`src/rtl/chr_region_nt_select.sv`:
```
module chr_region_nt_select #(
  parameter int SEL_BIT = 7,
  parameter int ADDR_W  = 14,
  parameter int DATA_W  = 8,
  parameter int IDX_W   = 3
) (
  input  logic              clk,
  input  logic              rst_n,
  input  logic [ADDR_W-1:0] ppu_addr,
  input  logic              ppu_valid,
  input  logic              tbl_we,
  input  logic [IDX_W-1:0]  tbl_idx,
  input  logic [DATA_W-1:0] tbl_data,
  output logic              nt_sel
);

  localparam int REGIONS = 8;
  localparam int RGN_W   = $clog2(REGIONS);
  localparam int RGN_LO  = ADDR_W - 1 - RGN_W;
  localparam int PAIRS   = 2;

  logic [REGIONS-1:0] sel_q, sel_d;
  logic [RGN_W-1:0]   rgn_q, rgn_d;
  logic               nt_q;
  logic               fetch;
  logic               wbit;

  wire unused_bits = ^{tbl_data, ppu_addr[RGN_LO-1:0]};

  assign fetch = ppu_valid && !ppu_addr[ADDR_W-1];
  assign wbit  = tbl_data[SEL_BIT];
  assign rgn_d = fetch ? ppu_addr[ADDR_W-2:RGN_LO] : rgn_q;

  always_comb begin
    sel_d = sel_q;
    if (tbl_we) begin
      for (int e = 0; e < REGIONS; e++) begin
        if (e < 2*PAIRS) begin
          if (int'(tbl_idx) == e/2) sel_d[e] = wbit;
        end else begin
          if (int'(tbl_idx) == e - PAIRS) sel_d[e] = wbit;
        end
      end
    end
  end

  always_ff @(posedge clk) begin
    if (!rst_n) begin
      sel_q <= '0;
      rgn_q <= '0;
      nt_q  <= 1'b0;
    end else begin
      sel_q <= sel_d;
      rgn_q <= rgn_d;
      nt_q  <= sel_d[rgn_d];
    end
  end

  assign nt_sel = nt_q;


  high_addr_hold_chk: assert property (@(posedge clk) disable iff (!rst_n)
    (ppu_valid && ppu_addr[ADDR_W-1] && !tbl_we) |=> $stable(nt_sel));


  idle_hold_chk: assert property (@(posedge clk) disable iff (!rst_n)
    (!ppu_valid && !tbl_we) |=> $stable(nt_sel));


  spare_idx_chk: assert property (@(posedge clk) disable iff (!rst_n)
    (tbl_we && tbl_idx >= 3'd6 && !fetch) |=> $stable(nt_sel));


  live_write_chk: assert property (@(posedge clk) disable iff (!rst_n)
    (tbl_we && !fetch && tbl_idx == 3'd2 && rgn_q == 3'd4) |=> (nt_sel == $past(tbl_data[SEL_BIT])));


  joint_write_chk: assert property (@(posedge clk) disable iff (!rst_n)
    (tbl_we && fetch && tbl_idx == 3'd5 && ppu_addr[ADDR_W-2:RGN_LO] == 3'd7) |=> (nt_sel == $past(tbl_data[SEL_BIT])));

endmodule

```
`config.mk`:
```
export PLATFORM = sky130hd
export DESIGN_NAME = chr_region_nt_select
export DESIGN_NICKNAME = d
export VERILOG_FILES = /design/src/rtl/chr_region_nt_select.sv
export SDC_FILE = /design/constraint.sdc
export NUM_CORES = 1
export LEC_CHECK = 0
export BUFFER_PORTS_ARGS = -buffer_cell sky130_fd_sc_hd__clkbuf_2
export CORE_MARGIN = 2
export CORE_UTILIZATION = 48
export CTS_CLUSTER_DIAMETER = 60
export DETAILED_ROUTE_END_ITERATION = 12
export GPL_TIMING_DRIVEN = 0
export PLACE_DENSITY = 0.81
export SLEW_MARGIN = 20
export SYNTH_ARGS = -nofsm -noshare
export SYNTH_HDL_FRONTEND = slang
export SYNTH_SLANG_ARGS = --single-unit
```
`constraint.sdc`:
```
create_clock -name clk -period 4.5 [get_ports clk]
set_clock_uncertainty 0.05 [all_clocks]
set_input_delay 0.45 -clock clk [delete_from_list [all_inputs] [get_ports clk]]
set_output_delay 0.45 -clock clk [all_outputs]
set_load 0.02 [all_outputs]
```
==> results.md <==
- CTS sink count: 12
- 1st-pass router iterations: 4
- Class of the most critical setup path: in2reg
- CP endpoint kind: flop
- Period minus WS final: 1.78 ns
- Die height: roughly 42 um
- Overflow after GRT: 0
- Crit-path max FO: 7
- Worst R2R Setup Slack: slightly below 3 ns
- CP most frequent cell: mux2_2
- Register area share after synthesis: 35.4%
- Root buffer cell: clkbuf_4
- Die Wd: 41.6 um
- FF-to-FF path depth: 5
- H-tree depth: 1
- Max incr delay on CP: 0.41 ns
- Vias in the first global route: 586
- Largest net degree at the start of global routing: 11
- First-pass GRT wire length: 2420 um
- Post-CTS setup buffer count: 0
- Pwr dens: between 300 and 400 nW/um2
- Reg clk slew, reported paths: around 0.08 ns
- Synth cell types: 27
- LEAKAGE: 0.310 nW
- Core Area: 1320 um2
- Num CTS Buffers: 3
- Antenna Nets Post-Route: 0
- Min-delay src: rst_n
- Status: complete, no violations
- Effective utilization at floorplan: between 50 and 60%
- Antenna Cells: 0
- Longest Clk Path Bufs: 2
- Worst hold stages: 3
- Mean Syn Cell Area: 8.37 um2
- Fmax: about 0.56 GHz
- Vias per inst: a little under 6
- I/O pins: 30
- Routed vias: 641
- Max cap viols: 0
- RePlAce Congestion: 0.784
- Final HPWL DP: 1010 um
- Fillers: 128
- Hold Path Sink: nt_sel
- Hold Path Class: in2reg
- Worst EP required: roughly 4.7 ns
- Residual DRC count: 0
- Synth Instances: 81
- CP max-delay cell: mux2_2
- CP Cell Sequence: clkbuf_2, nor2b_4, buf_6, mux2_2, mux2_2, o211ai_1, o311a_1, a221oi_2
- Clock Latency Late Sink: 0.28 ns
- WL per Instance: approximately 12 um
- Total track usage: around 18%
- Crit path DAT: roughly 1.9 ns
- #FFs+latches synth: 12
- Post_cts resized: 0
- Port-buffer cells: 11
- Least-Margin Pin Slew: approximately 0.6 ns
- FF-to-FF Start: rgn_q[0]
- DIE AREA: 1730 um2
- Mapped Area: 678 um2
- Hold_buf cts: 0
- Fin crit share: 39.5%
- Initial antenna violation count: 0
- Layout cells sized above 1: between 20% and 30%
- Final setup fails: 0
- YS warnings: 0
- Setup_tns: 0 ns
- CTS tree: yes
- Post-Synthesis Net Count: 110
- Hold slack: 0.381 ns
- Rel. slew slack: 59.6%
- Hold Vio Cnt, Final: 0
- Startpoint types: input port
- RSZ-0062 raised after global routing: no
- Fin nets: 126
- Critical Path Start: ppu_addr[13]
- Row cnt: 13
- Drt total wl: 1370 um
- Fin. max-slew vios: 0
- Worst r2r dst: nt_sel
- Peak VDD IR: between 0.15 and 0.2 mV
- DRT iter0 DRCs: 16
- Layout Area Growth over Synthesis: 16.2%
worst max-delay path, delay by kind of cell:
kind            cells  cell delay (ns)
compound gates      3             0.50
buf+inv             2             0.22
mux                 2             0.65
simple gates        1             0.10
worst max path at each step:
stage,to,slack [ns],depth (start not counted)
floorplan,nt_sel,2.63,7
global placement,nt_sel,2.45,8
detailed placement,nt_sel,2.44,8
CTS,nt_sel,2.72,8
global route,nt_sel,2.60,8
finish,nt_sel,2.72,8
Yosys cell counts:
library cell	instances	area, um2
mux2_2	2	22.5
nand2_1	9	33.8
clkbuf_1	3	11.3
nor3b_1	1	7.51
buf_2	1	5.00
nand3b_1	2	15.0
and3_2	1	7.51
nand3_1	1	5.00
o21ai_0	8	40.0
or2_0	1	6.26
nor3_1	1	5.00
a221oi_2	1	15.0
nor2_1	10	37.5
a31oi_1	2	12.5
inv_1	2	7.51
o311a_1	1	10.0
or3b_2	1	8.76
mux2i_1	6	60.1
nor2b_4	1	13.8
nand4b_1	1	8.76
dfxtp_1	12	240
o211ai_1	2	15.0
a21oi_1	8	40.0
or3_1	1	6.26
buf_6	1	11.3
a221o_1	1	10.0
mux2i_4	1	22.5
final cells by class:
class	instances	area, um2	area share, %
Buffer	5	27.5	3.49
Clock buffer	4	36.3	4.60
Inverter	2	7.51	0.952
Multi-Input combinational cell	62	403	51.1
Sequential cell	12	240	30.5
Tap cell	15	18.8	2.38
Timing Repair Buffer	11	55.1	6.98
report_power, final:
group          total, mW  leakage (nW)  internal, mW  switching [mW]
registers          0.111        0.0976         0.110         0.00147
logic             0.0378         0.191        0.0163          0.0215
clock network     0.0878        0.0210        0.0493          0.0386
cells by family (layout without fill, tap and decap cells):
group | Yosys count | in the layout | synth area share, %
buffers and inverters | 7 | 22 | 5.17
AO/OA/AOI/OAI | 23 | 23 | 21.0
flip-flops | 12 | 12 | 35.4
AND/OR/NAND/NOR | 30 | 30 | 22.9
multiplexers | 9 | 9 | 15.5
per-layer routing:
layer  GRT usage [%]  vias up  wire, um
met5               0        -         0
met4            11.6        0        38
met3            3.48        5        76
met2            29.4       22       664
met1            21.6      296       594
li1                -      318         -
sequential cells by signal, summed over array words and instances (netlist names):
name / count
sel_q: 8
rgn_q: 3
nt_sel: 1
cell usage in the layout (no fill, tap or decap), types with 2 or more instances in the layout:
master     n
dfxtp_1   12
clkbuf_2  11
nor2_1    10
nand2_1    9
a21oi_1    8
o21ai_0    8
mux2i_1    6
clkbuf_1   3
clkbuf_4   3
inv_1      2
nand3b_1   2
mux2_2     2
o211ai_1   2
a31oi_1    2
through the flow:
step	instances	instance area, um2	total power [mW]	setup WS (ns)	utilization, %
global placement	107	752	0.150	2.45	57.1
global route	111	788	0.247	2.60	59.8
finish	111	788	0.237	2.72	59.8
detailed placement	107	752	0.151	2.44	57.1
CTS	111	788	0.238	2.72	59.8
floorplan	81	678	0.139	2.63	-
No activity file was read; power rests on OpenSTA's default activity.
